$ cat config.mk
export PLATFORM = sky130hd
export DESIGN_NAME = chardisp_addr_unit
export DESIGN_NICKNAME = d
export VERILOG_FILES = /design/src/rtl/cdau_pkg.sv /design/src/rtl/cdau_rst_sync.sv /design/src/rtl/cdau_stepper.sv /design/src/rtl/cdau_view.sv /design/src/rtl/cdau_ctrl.sv /design/src/rtl/chardisp_addr_unit.sv
export SDC_FILE = /design/constraint.sdc
export NUM_CORES = 1
export LEC_CHECK = 0
export ABC_AREA = 1
export CAP_MARGIN = 10
export CORE_UTILIZATION = 35
export DETAILED_ROUTE_END_ITERATION = 10
export PLACE_DENSITY = 0.54
export RECOVER_POWER = 100
export SETUP_SLACK_MARGIN = 0.2
export SLEW_MARGIN = 25
export SYNTH_ARGS = -nofsm -noshare
export SYNTH_HDL_FRONTEND = slang
export SYNTH_SLANG_ARGS = --single-unit
$ cat constraint.sdc
create_clock -name clk -period 1.2 [get_ports clk]
set_clock_uncertainty 0.2 [all_clocks]
set_input_delay 0.24 -clock clk [delete_from_list [all_inputs] [get_ports clk]]
set_output_delay 0.24 -clock clk [all_outputs]
set_load 0.02 [all_outputs]
$ cat src/rtl/cdau_pkg.sv
`timescale 1ns/1ps
package cdau_pkg;

  typedef enum logic [1:0] {
    SEL_DISP = 2'd0,
    SEL_PAT  = 2'd1,
    SEL_ICON = 2'd2
  } ram_sel_e;

  typedef struct packed {
    logic two_line;
    logic dbl;
  } line_mode_t;

  typedef enum logic [3:0] {
    OP_NONE,
    OP_CLEAR,
    OP_HOME,
    OP_SETD,
    OP_SETP,
    OP_SETI,
    OP_ENTRY,
    OP_MOVE,
    OP_MODE,
    OP_WRITE
  } op_e;

endpackage

$ cat src/rtl/cdau_rst_sync.sv
`timescale 1ns/1ps
module cdau_rst_sync (
  input  logic clk,
  input  logic rst_n,
  output logic rst_sync_n
);
  logic [1:0] sync_q;

  always_ff @(posedge clk or negedge rst_n) begin
    if (!rst_n) sync_q <= 2'b00;
    else        sync_q <= {sync_q[0], 1'b1};
  end

  assign rst_sync_n = sync_q[1];
endmodule

$ cat src/rtl/cdau_stepper.sv
`timescale 1ns/1ps
module cdau_stepper
  import cdau_pkg::*;
#(
  parameter int AW         = 7,
  parameter int LINE_LEN   = 40,
  parameter int LINE2_BASE = 64,
  parameter int PAT_AW     = 6,
  parameter int ICON_AW    = 4
) (
  input  logic [AW-1:0] cur,
  input  ram_sel_e      sel,
  input  line_mode_t    mode,
  input  logic          up,
  output logic [AW-1:0] nxt
);
  localparam logic [AW-1:0] ONE      = AW'(1);
  localparam logic [AW-1:0] L1_LAST  = AW'(LINE_LEN - 1);
  localparam logic [AW-1:0] L2_BASE  = AW'(LINE2_BASE);
  localparam logic [AW-1:0] L2_LAST  = AW'(LINE2_BASE + LINE_LEN - 1);
  localparam logic [AW-1:0] ONE_LAST = AW'(2 * LINE_LEN - 1);
  localparam logic [PAT_AW-1:0]  PAT_ONE  = PAT_AW'(1);
  localparam logic [ICON_AW-1:0] ICON_ONE = ICON_AW'(1);

  logic [PAT_AW-1:0]  pat_nxt;
  logic [ICON_AW-1:0] icon_nxt;
  logic [AW-1:0]      disp_nxt;

  always_comb begin
    pat_nxt  = up ? cur[PAT_AW-1:0] + PAT_ONE : cur[PAT_AW-1:0] - PAT_ONE;
    icon_nxt = up ? cur[ICON_AW-1:0] + ICON_ONE : cur[ICON_AW-1:0] - ICON_ONE;
  end

  always_comb begin
    disp_nxt = up ? cur + ONE : cur - ONE;
    if (mode.two_line) begin
      if (up) begin
        if (cur == L1_LAST)      disp_nxt = L2_BASE;
        else if (cur == L2_LAST) disp_nxt = '0;
      end else begin
        if (cur == L2_BASE)      disp_nxt = L1_LAST;
        else if (cur == '0)      disp_nxt = L2_LAST;
      end
    end else if (mode.dbl) begin
      if (up && cur == L1_LAST) disp_nxt = '0;
      else if (!up && cur == '0) disp_nxt = L1_LAST;
    end else begin
      if (up && cur == ONE_LAST) disp_nxt = '0;
      else if (!up && cur == '0) disp_nxt = ONE_LAST;
    end
  end

  always_comb begin
    case (sel)
      SEL_PAT:  nxt = {{(AW-PAT_AW){1'b0}}, pat_nxt};
      SEL_ICON: nxt = {{(AW-ICON_AW){1'b0}}, icon_nxt};
      default:  nxt = disp_nxt;
    endcase
  end
endmodule

$ cat src/rtl/cdau_view.sv
`timescale 1ns/1ps
module cdau_view #(
  parameter int LINE_LEN = 40,
  parameter int OFS_W    = 7
) (
  input  logic             clk,
  input  logic             rst_n,
  input  logic             clr,
  input  logic             step_en,
  input  logic             step_left,
  input  logic             wide,
  output logic [OFS_W-1:0] ofs
);
  localparam logic [OFS_W-1:0] ONE    = OFS_W'(1);
  localparam logic [OFS_W-1:0] MAX_N  = OFS_W'(LINE_LEN - 1);
  localparam logic [OFS_W-1:0] MAX_W  = OFS_W'(2 * LINE_LEN - 1);

  logic [OFS_W-1:0] ofs_q, ofs_d, top;
  logic             ofs_en;

  always_comb begin
    top    = wide ? MAX_W : MAX_N;
    ofs_en = clr | step_en;
    ofs_d  = ofs_q;
    if (clr)                 ofs_d = '0;
    else if (step_left)      ofs_d = (ofs_q == top) ? '0 : ofs_q + ONE;
    else                     ofs_d = (ofs_q == '0) ? top : ofs_q - ONE;
  end

  always_ff @(posedge clk or negedge rst_n) begin
    if (!rst_n)      ofs_q <= '0;
    else if (ofs_en) ofs_q <= ofs_d;
  end

  assign ofs = ofs_q;

  AST_VIEW_CLEARED: assert property (@(posedge clk) disable iff (!rst_n)
    clr |=> ofs_q == '0);

  AST_OFS_IN_WINDOW: assert property (@(posedge clk) disable iff (!rst_n)
    ofs_q <= (wide ? MAX_W : MAX_N));

  AST_OFS_HOLD: assert property (@(posedge clk) disable iff (!rst_n)
    !clr && !step_en |=> $stable(ofs_q));
endmodule

$ cat src/rtl/cdau_ctrl.sv
`timescale 1ns/1ps
module cdau_ctrl
  import cdau_pkg::*;
#(
  parameter int AW         = 7,
  parameter int LINE_LEN   = 40,
  parameter int LINE2_BASE = 64,
  parameter int PAT_AW     = 6,
  parameter int ICON_AW    = 4
) (
  input  logic          clk,
  input  logic          rst_n,
  input  logic          set_disp_stb,
  input  logic          set_pat_stb,
  input  logic          set_icon_stb,
  input  logic [AW-1:0] set_val,
  input  logic          clear_stb,
  input  logic          home_stb,
  input  logic          entry_stb,
  input  logic          entry_up,
  input  logic          entry_shift,
  input  logic          move_stb,
  input  logic          move_screen,
  input  logic          move_right,
  input  logic          mode_stb,
  input  logic          mode_two_line,
  input  logic          mode_dbl,
  input  logic          wr_stb,
  output logic [AW-1:0] addr,
  output ram_sel_e      sel,
  output logic          inc,
  output logic          view_clr,
  output logic          view_step,
  output logic          view_left,
  output logic          view_wide
);
  localparam logic [AW-1:0] L1_LAST = AW'(LINE_LEN - 1);
  localparam logic [AW-1:0] L2_BASE = AW'(LINE2_BASE);

  op_e        op;
  logic [AW-1:0] addr_q, addr_d, step_nxt;
  ram_sel_e   sel_q, sel_d;
  logic       inc_q, inc_d, shift_q, shift_d;
  line_mode_t mode_q, mode_d;
  logic       upd_en, step_dir;

  // priority decode of the strobes
  always_comb begin
    if (clear_stb)         op = OP_CLEAR;
    else if (home_stb)     op = OP_HOME;
    else if (set_disp_stb) op = OP_SETD;
    else if (set_pat_stb)  op = OP_SETP;
    else if (set_icon_stb) op = OP_SETI;
    else if (entry_stb)    op = OP_ENTRY;
    else if (move_stb)     op = OP_MOVE;
    else if (mode_stb)     op = OP_MODE;
    else if (wr_stb)       op = OP_WRITE;
    else                   op = OP_NONE;
  end

  assign step_dir = (op == OP_MOVE) ? move_right : inc_q;

  cdau_stepper #(
    .AW(AW), .LINE_LEN(LINE_LEN), .LINE2_BASE(LINE2_BASE),
    .PAT_AW(PAT_AW), .ICON_AW(ICON_AW)
  ) u_stepper (
    .cur  (addr_q),
    .sel  (sel_q),
    .mode (mode_q),
    .up   (step_dir),
    .nxt  (step_nxt)
  );

  always_comb begin
    addr_d  = addr_q;
    sel_d   = sel_q;
    inc_d   = inc_q;
    shift_d = shift_q;
    mode_d  = mode_q;
    upd_en  = (op != OP_NONE);
    case (op)
      OP_CLEAR: begin
        addr_d = '0;
        sel_d  = SEL_DISP;
        inc_d  = 1'b1;
      end
      OP_HOME: begin
        addr_d = '0;
        sel_d  = SEL_DISP;
      end
      OP_SETD: begin
        addr_d = set_val;
        sel_d  = SEL_DISP;
      end
      OP_SETP: begin
        addr_d = {{(AW-PAT_AW){1'b0}}, set_val[PAT_AW-1:0]};
        sel_d  = SEL_PAT;
      end
      OP_SETI: begin
        addr_d = {{(AW-ICON_AW){1'b0}}, set_val[ICON_AW-1:0]};
        sel_d  = SEL_ICON;
      end
      OP_ENTRY: begin
        inc_d   = entry_up;
        shift_d = entry_shift;
      end
      OP_MOVE: begin
        if (!move_screen) addr_d = step_nxt;
      end
      OP_MODE: begin
        mode_d.two_line = mode_two_line;
        mode_d.dbl      = mode_dbl;
      end
      OP_WRITE: addr_d = step_nxt;
      default: ;
    endcase
  end

  always_ff @(posedge clk or negedge rst_n) begin
    if (!rst_n) begin
      addr_q  <= '0;
      sel_q   <= SEL_DISP;
      inc_q   <= 1'b1;
      shift_q <= 1'b0;
      mode_q  <= '0;
    end else if (upd_en) begin
      addr_q  <= addr_d;
      sel_q   <= sel_d;
      inc_q   <= inc_d;
      shift_q <= shift_d;
      mode_q  <= mode_d;
    end
  end

  always_comb begin
    view_clr  = (op == OP_CLEAR) || (op == OP_HOME) || (op == OP_MODE);
    view_step = ((op == OP_MOVE) && move_screen) ||
                ((op == OP_WRITE) && shift_q && (sel_q == SEL_DISP));
    view_left = (op == OP_MOVE) ? !move_right : inc_q;
    view_wide = !mode_q.two_line && !mode_q.dbl;
  end

  assign addr = addr_q;
  assign sel  = sel_q;
  assign inc  = inc_q;

  AST_CLEAR_HOMES_UP: assert property (@(posedge clk) disable iff (!rst_n)
    clear_stb |=> addr_q == '0 && inc_q && sel_q == SEL_DISP);

  AST_SEL_PERSISTS: assert property (@(posedge clk) disable iff (!rst_n)
    !(set_disp_stb || set_pat_stb || set_icon_stb || clear_stb || home_stb)
      |=> $stable(sel_q));

  AST_LINE_SEAM_UP: assert property (@(posedge clk) disable iff (!rst_n)
    op == OP_WRITE && sel_q == SEL_DISP && mode_q.two_line && inc_q &&
    addr_q == L1_LAST |=> addr_q == L2_BASE);

  AST_LINE_SEAM_DOWN: assert property (@(posedge clk) disable iff (!rst_n)
    op == OP_WRITE && sel_q == SEL_DISP && mode_q.two_line && !inc_q &&
    addr_q == L2_BASE |=> addr_q == L1_LAST);

  AST_ICON_RANGE: assert property (@(posedge clk) disable iff (!rst_n)
    sel_q == SEL_ICON |-> addr_q[AW-1:ICON_AW] == '0);

  AST_SCREEN_KEEPS_ADDR: assert property (@(posedge clk) disable iff (!rst_n)
    op == OP_MOVE && move_screen |=> $stable(addr_q));

  AST_WRITE_YIELDS: assert property (@(posedge clk) disable iff (!rst_n)
    wr_stb && entry_stb && !clear_stb && !home_stb && !set_disp_stb &&
    !set_pat_stb && !set_icon_stb |=> $stable(addr_q));
endmodule

$ cat src/rtl/chardisp_addr_unit.sv
`timescale 1ns/1ps
module chardisp_addr_unit
  import cdau_pkg::*;
#(
  parameter int AW         = 7,
  parameter int LINE_LEN   = 40,
  parameter int LINE2_BASE = 64,
  parameter int PAT_AW     = 6,
  parameter int ICON_AW    = 4
) (
  input  logic          clk,
  input  logic          rst_n,
  input  logic          set_disp_stb,
  input  logic          set_pat_stb,
  input  logic          set_icon_stb,
  input  logic [AW-1:0] set_val,
  input  logic          clear_stb,
  input  logic          home_stb,
  input  logic          entry_stb,
  input  logic          entry_up,
  input  logic          entry_shift,
  input  logic          move_stb,
  input  logic          move_screen,
  input  logic          move_right,
  input  logic          mode_stb,
  input  logic          mode_two_line,
  input  logic          mode_dbl,
  input  logic          wr_stb,
  output logic [AW-1:0] addr,
  output logic [1:0]    ram_sel,
  output logic          step_up,
  output logic [6:0]    view_ofs
);
  localparam int OFS_W = $clog2(2 * LINE_LEN);

  logic       rst_sync_n;
  ram_sel_e   sel;
  logic       view_clr, view_step, view_left, view_wide;
  logic [OFS_W-1:0] ofs;

  cdau_rst_sync u_rst_sync (
    .clk        (clk),
    .rst_n      (rst_n),
    .rst_sync_n (rst_sync_n)
  );

  cdau_ctrl #(
    .AW(AW), .LINE_LEN(LINE_LEN), .LINE2_BASE(LINE2_BASE),
    .PAT_AW(PAT_AW), .ICON_AW(ICON_AW)
  ) u_ctrl (
    .clk           (clk),
    .rst_n         (rst_sync_n),
    .set_disp_stb  (set_disp_stb),
    .set_pat_stb   (set_pat_stb),
    .set_icon_stb  (set_icon_stb),
    .set_val       (set_val),
    .clear_stb     (clear_stb),
    .home_stb      (home_stb),
    .entry_stb     (entry_stb),
    .entry_up      (entry_up),
    .entry_shift   (entry_shift),
    .move_stb      (move_stb),
    .move_screen   (move_screen),
    .move_right    (move_right),
    .mode_stb      (mode_stb),
    .mode_two_line (mode_two_line),
    .mode_dbl      (mode_dbl),
    .wr_stb        (wr_stb),
    .addr          (addr),
    .sel           (sel),
    .inc           (step_up),
    .view_clr      (view_clr),
    .view_step     (view_step),
    .view_left     (view_left),
    .view_wide     (view_wide)
  );

  cdau_view #(
    .LINE_LEN (LINE_LEN),
    .OFS_W    (OFS_W)
  ) u_view (
    .clk       (clk),
    .rst_n     (rst_sync_n),
    .clr       (view_clr),
    .step_en   (view_step),
    .step_left (view_left),
    .wide      (view_wide),
    .ofs       (ofs)
  );

  assign ram_sel  = sel;
  assign view_ofs = 7'(ofs);
endmodule

==> results of run 1 <==
cells by family after synthesis:
| group | count (synthesis) |
|---|---|
| xor gates and xnor gates | 8 |
| and+or+nand+nor | 164 |
| buffers and inverters | 57 |
| adders and majority gates | 6 |
| other | 1 |
| AOI/OAI and AO/OA | 58 |
| DFF | 22 |
| muxes | 3 |
power groups by stage:
stage                     clock network [mW]  logic [mW]  registers (mW)
after global routing                   0.780        1.19           0.818
after detailed placement                   0       0.781           0.823
after CTS                              0.764       0.952           0.813
after floorplan                            0       0.330           0.865
after global placement                     0       0.776           0.823
final                                  0.757        1.11           0.813
synth_stat cells, drive strengths merged:
cell type	instances	area, µm²
o31ai	2	15.0
o41ai	1	8.76
and3	1	6.26
buf	1	11.3
a31oi	6	43.8
inv	56	210
nor2	34	148
mux2	3	33.8
o21ai	26	134
nand2	97	389
o311ai	1	8.76
dfrtp	21	526
nand3	20	130
o32ai	2	17.5
o21a	1	7.51
a21oi	9	48.8
a22oi	2	15.0
o211ai	1	7.51
nand4	4	31.3
xnor2	3	26.3
nand3b	1	7.51
ha	6	75.1
dfstp	1	26.3
xor2	5	43.8
o22ai	6	37.5
nor3	7	45.0
conb	1	3.75
a31o	1	8.76
final cells by class:
type	count	area, µm²
flip-flops and latches	22	561
inverters	56	263
fillers	416	1250
clock buffers	3	41.3
repair buffers	177	1610
multi-input cells	240	1760
well taps	72	90.1
clock inverters	1	30.0
timing repair:
action,CTS,global route
buffers inserted,31,16
endpoints found under the hold margin,6,4
pin swaps,45,24
endpoints found under the setup margin,37,37
resized for setup,246,57
routing by layer:
metal | GRT usage | up-vias | wire length, µm
li1 | - | 1398 | -
met1 | 0.321 | 1385 | 3420
met4 | 0.0545 | 0 | 324
met2 | 0.494 | 96 | 4380
met5 | 0 | - | 0
met3 | 0.0230 | 28 | 339
per-stage QoR:
stage	utilization	setup TNS, ns	power, mW
floorplan	-	-10.98	1.20
global placement	0.599	-31.82	1.60
detailed placement	0.599	-32.11	1.60
CTS	0.718	-15.55	2.53
global route	0.778	-20.70	2.79
finish	0.778	-18.33	2.68
worst max path at each step:
stage,startpoint,to,depth (start not counted)
floorplan,clear_stb,u_ctrl.addr[6],24
global route,u_ctrl.inc,u_ctrl.addr[6],20
CTS,u_ctrl.inc,u_ctrl.addr[6],20
finish,mode_stb,u_ctrl.addr[6],22
global placement,mode_stb,u_ctrl.addr[6],28
detailed placement,move_stb,u_ctrl.addr[6],25
worst max-delay path, stage by stage:
cell and delay (ns):
buf_8 0.09, clkinv_8 0.04, nand2_4 0.04, nand2_2 0.03, nand2_1 0.04, nand2_1 0.06, nand2_2 0.08, nand2_4 0.08
buf_6 0.12, buf_6 0.11, nand2_8 0.08, clkinv_4 0.06, nor2_4 0.14, nand2_2 0.10, nand2_2 0.11, a21oi_4 0.05
a31oi_4 0.22, nor2_4 0.07, buf_12 0.15, buf_6 0.12, nand2_1 0.06, nand2_1 0.05
flip-flops by register name, indices dropped and copies added (netlist names):
signal,flops
u_ctrl.inc,1
u_ctrl.mode_q,2
u_ctrl.shift_q,1
u_rst_sync.sync_q,2
u_ctrl.sel,2
u_ctrl.addr,7
u_view.ofs,7
==> results.toml, run 1 <==
[power_and_ir_drop]
p_sw_uw = 893
vdd_drop_max_v = 0.000642
pwr-share-seq = 0.303
powerDensity_mw_per_mm2 = 614
combPwrFrac = 0.414
leakage_nw = 2.12
p_int_mw = 1.79
sw_frac_of_total = 0.333
p_clk_frac = 0.283

[global_route]
overflow = 0
grt_max_degree = 17
grt_util_all_layers = 0.262
antenna_found_initial = 0
grt_pass1_wl_um = 12800
grt_pass1_vias = 2764

[place]
placed_area_mm2 = 0.00336
dp_cells = 519
dp_hpwl_um = 5230
port_buffers = 40
gp_congestion = 0.857
place_ws_ns = -1.66

[drt]
post_drt_wl_per_cell_um = 14.8
routed_wl_um = 8460
drt_iter0_drc = 134
ant_nets = 0
drc = 0
vias_per_cell = 5.09
vias = 2907
dr.pass1.iters = 5

[worst_setup_path]
r2r_start = "u_ctrl.inc"
worstPathMaxFanout = 7
crit_type = "in2reg"
reg2reg_slack_ns = -0.94
reg2reg_to = "u_ctrl.addr[6]"
ff2ff_path_depth = 20
crit_path_end_kind = "register"
worstPathRequired_ns = 1.19
arrival_ns = 2.15
crit_path_start_kind = "input pin"

[job]
max_cap_violations = 0

[timing]
maxSlewViolCount = 0
fin_crit_sh = 1.80
finalSetupViolations = 37
min_period_ns = 2.16
max_freq_mhz = 462
finalHoldViolCount = 4
hold_slack_ns = -0.137
rsz0062_at_grt = "true"
worst_slack_ns = -0.965

[logic_synthesis]
synth_seq_cells = 22
synth-xor-area-share = 0.0339
synthSimpleGateAreaFrac = 0.366
synth_top_family_by_area = "simple AND/OR/NAND/NOR gates"
ys_warn_count = 0
ys_types = 40
avgSynthCellArea_um2 = 6.48
yosys.area_share.adder = 0.0363
synth-compound-area-share = 0.171
synth_area_mm2 = 0.00207
synthMuxAreaShare = 0.0164
synth_seq_area_share = 0.267
synthCells = 319
syn_nets = 349

[cells_and_area]
drive_above_1_share = 0.601
layout.cells.non_filler = 571
fin_area_mm2 = 0.00436
antenna_cells = 0
nets = 530
final_cell_mix = "buf_4, buf_6, nand2_1"
layout_commonest_cell = "buf_4"
syn2layout_area_growth_pct = 111

[die]
die-area_mm2 = 0.00621
fp.coreArea_mm2 = 0.00561
die_h_um = 78.8
die_w_um = 78.8
rows = 27
start_util = 0.368
boundaryPins = 41

[cts]
holdBufCountCts = 1
numCtsBuffers = 3
cts.sinks = 22
clockRootBuffer = "clkbuf_8"
clock_path_buffers = 2
clkTransAtPathRegs_ns = 0.11
clk_latency_ns = 0.28
cts_tree = "done"
htreeDepth = 1

[min_path]
hold_class = "reg2async"

[run_status]
status = "finished with violations"
violations = "negative hold slack, negative setup slack"
Note: power is estimated with default switching activity, not from simulation.
==> inputs of run 2 (changes only) <==
--- a/config.mk
+++ b/config.mk
@@ -12,6 +12,7 @@
 export PLACE_DENSITY = 0.54
 export RECOVER_POWER = 100
 export SETUP_SLACK_MARGIN = 0.2
+export SKIP_CTS_REPAIR_TIMING = 1
 export SLEW_MARGIN = 25
 export SYNTH_ARGS = -nofsm -noshare
 export SYNTH_HDL_FRONTEND = slang
==> results.toml, run 2 (synthesis results as in run 1) <==
[cts]
clk_latency_ns = 0.28
cts.sinks = 22
cts_tree = "done"
numCtsBuffers = 3
clockRootBuffer = "clkbuf_8"
clkTransAtPathRegs_ns = 0.10
clock_path_buffers = 2
htreeDepth = 1

[worst_setup_path]
arrival_ns = 2.14
crit_path_start_kind = "input pin"
crit_path_end_kind = "register"
worstPathRequired_ns = 1.20
worstPathMaxFanout = 6
crit_type = "in2reg"

[place]
gp_congestion = 0.857
dp_hpwl_um = 5230
placed_area_mm2 = 0.00336
port_buffers = 40

[timing]
finalSetupViolations = 37
fin_setup_tns_ns = -16.39
fin_crit_sh = 1.79
finalHoldViolCount = 4
hold_slack_ns = -0.129
min_period_ns = 2.15
max_freq_mhz = 466
maxSlewViolCount = 0
worst_slack_ns = -0.948
rsz0062_at_grt = "true"

[cells_and_area]
layout_commonest_cell = "buf_4"
antenna_cells = 0
final_cell_mix = "buf_4, nand2_1, buf_6"
syn2layout_area_growth_pct = 99.8
drive_above_1_share = 0.568
nets = 513
fin_area_mm2 = 0.00413

[global_route]
overflow = 0
grt_pass1_vias = 2374
grt_pass1_wl_um = 10800
grt_util_all_layers = 0.220
grt_max_degree = 17
antenna_found_initial = 0

[power_and_ir_drop]
vdd_drop_max_v = 0.000662
pwr-share-seq = 0.318
sw_frac_of_total = 0.330
combPwrFrac = 0.385
p_sw_uw = 844
p_int_mw = 1.72
powerDensity_mw_per_mm2 = 620
leakage_nw = 2.04
p_clk_frac = 0.297

[die]
start_util = 0.368
die-area_mm2 = 0.00621
boundaryPins = 41
rows = 27
die_w_um = 78.8
fp.coreArea_mm2 = 0.00561
die_h_um = 78.8

[run_status]
status = "finished with violations"
violations = "negative hold slack, negative setup slack"

[drt]
post_drt_wl_per_cell_um = 13.0
dr.pass1.iters = 4
drc = 0
ant_nets = 0
drt_iter0_drc = 79
vias = 2700
routed_wl_um = 7210
vias_per_cell = 4.87

[job]
max_cap_violations = 0

[min_path]
hold_class = "reg2async"
run 2: per-stage QoR:
stage / total power, mW / hold slack [ns] / cells / util / worst slack (ns)
after floorplan: 1.20 / -0.256 / 319 / - / -1.06
after global placement: 1.60 / -0.0969 / 519 / 0.599 / -1.56
after detailed placement: 1.60 / -0.0860 / 519 / 0.599 / -1.66
after CTS: 2.36 / -0.0940 / 523 / 0.612 / -1.36
after global routing: 2.67 / -0.0986 / 554 / 0.736 / -1.11
final: 2.56 / -0.129 / 554 / 0.736 / -0.948
run 2: area by class of cell:
cell class,count,area (µm²)
fillers,452,1480
inverters,56,258
well taps,72,90.1
clock inverters,1,30.0
clock buffers,3,41.3
multi-input cells,240,1750
repair buffers,160,1390
flip-flops and latches,22,562
run 2: worst paths after layout:
kind,startpoint,endpoint,slack (ns),cells after the start
setup / recovery,mode_stb,u_ctrl.addr[1],-0.95,21
hold / removal,u_rst_sync.sync_q[1],u_ctrl.shift_q,-0.13,0
setup reg to reg,u_ctrl.inc,u_ctrl.addr[2],-0.94,13
hold reg to reg,u_rst_sync.sync_q[1],u_ctrl.shift_q,-0.13,0
max in group asynchronous,rst_n,u_rst_sync.sync_q[0],0.16,2
min in group clk,clear_stb,u_ctrl.inc,0.13,4
run 2: worst max-delay path: stages:
cell      delay [ns]
buf_8           0.11
clkinv_8        0.04
nand2_4         0.03
nand2_2         0.05
nand2_1         0.04
nand2_1         0.07
nand2_2         0.06
nand2_4         0.10
buf_6           0.11
buf_6           0.10
nand2_8         0.07
inv_6           0.06
nor2_4          0.03
nand2_2         0.08
nand2_2         0.08
a21oi_4         0.16
a31oi_4         0.12
nor2_4          0.24
buf_4           0.16
a21oi_1         0.04
a22oi_1         0.16
run 2: power by group through the flow:
stage	registers [mW]	logic, mW	clock network [mW]
after global routing	0.820	1.07	0.785
final	0.814	0.987	0.760
after floorplan	0.865	0.330	0
after CTS	0.808	0.783	0.764
after detailed placement	0.823	0.781	0
after global placement	0.823	0.776	0
run 2: metal layers:
layer / share of wire / vias to the layer above / track usage
li1: - / 1370 / -
met1: 0.44 / 1256 / 0.294
met2: 0.50 / 58 / 0.378
met3: 0.033 / 16 / 0.0287
met4: 0.027 / 0 / 0.0455
met5: 0 / - / 0
==> inputs of run 3 (changes only) <==
--- a/config.mk
+++ b/config.mk
@@ -9,11 +9,12 @@
 export CAP_MARGIN = 10
 export CORE_UTILIZATION = 35
 export DETAILED_ROUTE_END_ITERATION = 10
-export PLACE_DENSITY = 0.54
+export PLACE_DENSITY = 0.53
 export RECOVER_POWER = 100
 export SETUP_SLACK_MARGIN = 0.2
 export SKIP_CTS_REPAIR_TIMING = 1
 export SLEW_MARGIN = 25
 export SYNTH_ARGS = -nofsm -noshare
 export SYNTH_HDL_FRONTEND = slang
+export SYNTH_HIERARCHICAL = 1
 export SYNTH_SLANG_ARGS = --single-unit
==> results.toml, run 3 <==
[job]
max_cap_violations = 0

[timing]
max_freq_mhz = 387
maxSlewViolCount = 0
min_period_ns = 2.58
finalSetupViolations = 37
hold_slack_ns = -0.117
fin_crit_sh = 2.15
finalHoldViolCount = 4
worst_slack_ns = -1.38
fin_setup_tns_ns = -18.22
rsz0062_at_grt = "true"

[cells_and_area]
n_fill_cell = 654
layout_commonest_cell = "nand2_1"
syn2layout_area_growth_pct = 66.8
utilization = 0.602
fin_area_mm2 = 0.00407
final_cell_mix = "nand2_1, buf_4, inv_1"
drive_above_1_share = 0.423
nets = 549
antenna_cells = 0

[logic_synthesis]
synth_top_cell_by_area = "dfrtp_1"
ys_warn_count = 6
synth_seq_cells = 22
synth_edf_count = 0
avgSynthCellArea_um2 = 6.32
yosysMostFrequentCell = "nand2_1"
synth_seq_area_share = 0.226
syn_nets = 421
synth_common_cells = "nand2_1, inv_1, nand3_1, nor2_1, dfrtp_1"
ys_types = 36
synth_area_mm2 = 0.00244
synthTopCellsByArea = "dfrtp_1, nand2_1, nand3_1, inv_1, ha_1"
synth_top_flop_cell = "dfrtp_1"
async_flop_share = 1.00
synthCells = 386
synth_top_area_frac = 0.215

[cts]
htreeDepth = 1
clockRootBuffer = "clkbuf_8"
clkTransAtPathRegs_ns = 0.09
clock_path_buffers = 2
numCtsBuffers = 3
cts_tree = "done"
clk_latency_ns = 0.27
cts.sinks = 22

[power_and_ir_drop]
finalPower_mw = 2.57
combPwrFrac = 0.396
p_clk_frac = 0.284
p_int_mw = 1.73
leakage_nw = 2.19
p_sw_uw = 845
sw_frac_of_total = 0.329
vdd_drop_max_v = 0.000435
powerDensity_mw_per_mm2 = 633
pwr-share-seq = 0.319

[run_status]
status = "finished with violations"
violations = "negative hold slack, negative setup slack"

[drt]
ant_nets = 0
routed_wl_um = 7610
dr.pass1.iters = 4
drc = 0
vias = 2903
post_drt_wl_per_cell_um = 12.8
drt_iter0_drc = 173
vias_per_cell = 4.90

[die]
boundaryPins = 41
die_w_um = 85.5
die_h_um = 85.5
start_util = 0.361
fp.coreArea_mm2 = 0.00676
rows = 30
die-area_mm2 = 0.00731

[worst_setup_path]
worstPathRequired_ns = 1.22
arrival_ns = 2.60
crit_path_start_kind = "input pin"
crit_type = "in2reg"
crit_path_end_kind = "register"
crit_top_cell = "nand2_1"
worstPathMaxFanout = 6
cp_slowest_cell = "ha_4"
cpPeakStageDelay_ns = 0.28

[place]
dp_hpwl_um = 6040
port_buffers = 40
gp_congestion = 0.841
placed_area_mm2 = 0.00357

[global_route]
grt_max_degree = 17
antenna_found_initial = 0
grt_util_all_layers = 0.212
overflow = 0
grt_pass1_vias = 2660
grt_pass1_wl_um = 12200

[min_path]
hold_class = "reg2async"
[run 3: changes by cell type after synthesis, sizes merged, moves of 4 or more]
cell   delta
o21ai    -11
ha        +4
o22ai     -6
nand2    +50
a31oi     -4
nand3    +26
nand4    +11
[run 3: layer usage]
metal  up-vias  global-route usage  routed length, µm  share of wire
li1       1500                   -                  -              -
met1      1345               0.292               3540           0.47
met2        54               0.359               3780           0.50
met3         4              0.0204                238          0.031
met4         0              0.0485                 53         0.0070
met5         -                   0                  0              0
[run 3: worst paths after layout]
| path | from | end | slack, ns | depth (start not counted) |
|---|---|---|---|---|
| worst min register to register | u_rst_sync/sync_q[1] | u_view/ofs[0] | -0.12 | 0 |
| worst max register to register | u_ctrl/inc | u_ctrl/addr[6] | -1.18 | 19 |
| worst max-delay path | mode_stb | u_ctrl/addr[6] | -1.38 | 29 |
| max in group asynchronous | rst_n | u_rst_sync/sync_q[1] | 0.17 | 2 |
| worst min-delay path | u_rst_sync/sync_q[1] | u_view/ofs[0] | -0.12 | 0 |
| min in group clk | u_rst_sync/sync_q[0] | u_rst_sync/sync_q[1] | 0.17 | 0 |
[run 3: power by group through the flow]
| stage | clock (mW) | sequential [mW] | combinational, mW |
|---|---|---|---|
| floorplan | 0 | 0.861 | 0.428 |
| global placement | 0 | 0.831 | 0.858 |
| detailed placement | 0 | 0.832 | 0.866 |
| CTS | 0.754 | 0.818 | 0.867 |
| global route | 0.782 | 0.828 | 1.12 |
| finish | 0.731 | 0.822 | 1.02 |
[run 3: kinds of logic after synthesis]
family	Yosys count	share of synthesized area
multiplexers	1	0.00462
other	1	0.00154
AND/OR/NAND/NOR	252	0.512
AO/OA/AOI/OAI	32	0.0723
buffers and inverters	62	0.106
flip-flops	22	0.226
XOR/XNOR	5	0.0180
adder cells (fa/ha/maj)	11	0.0595
[run 3: through the flow]
step           std cells  setup slack, ns
2_1_floorplan        386            -1.36
6_report             593            -1.38
3_5_place_dp         575            -2.17
3_3_place_gp         575            -2.15
4_1_cts              579            -1.92
5_1_grt              593            -1.61
[run 3: final cells by class]
type	count	area [µm²]	share of cell area
multi-input combinational	302	1910	0.469
timing repair buffer	127	1160	0.286
sequential	22	562	0.138
inverter	58	263	0.0646
tap	80	100	0.0246
clock buffer	3	41.3	0.0102
clock inverter	1	30.0	0.00738
[run 3: worst max-delay path: cells and delay by family]
family / cells / cell delay, ns
buffers and inverters: 6 / 0.38
adders and majority gates: 1 / 0.28
and+or+nand+nor: 22 / 1.69
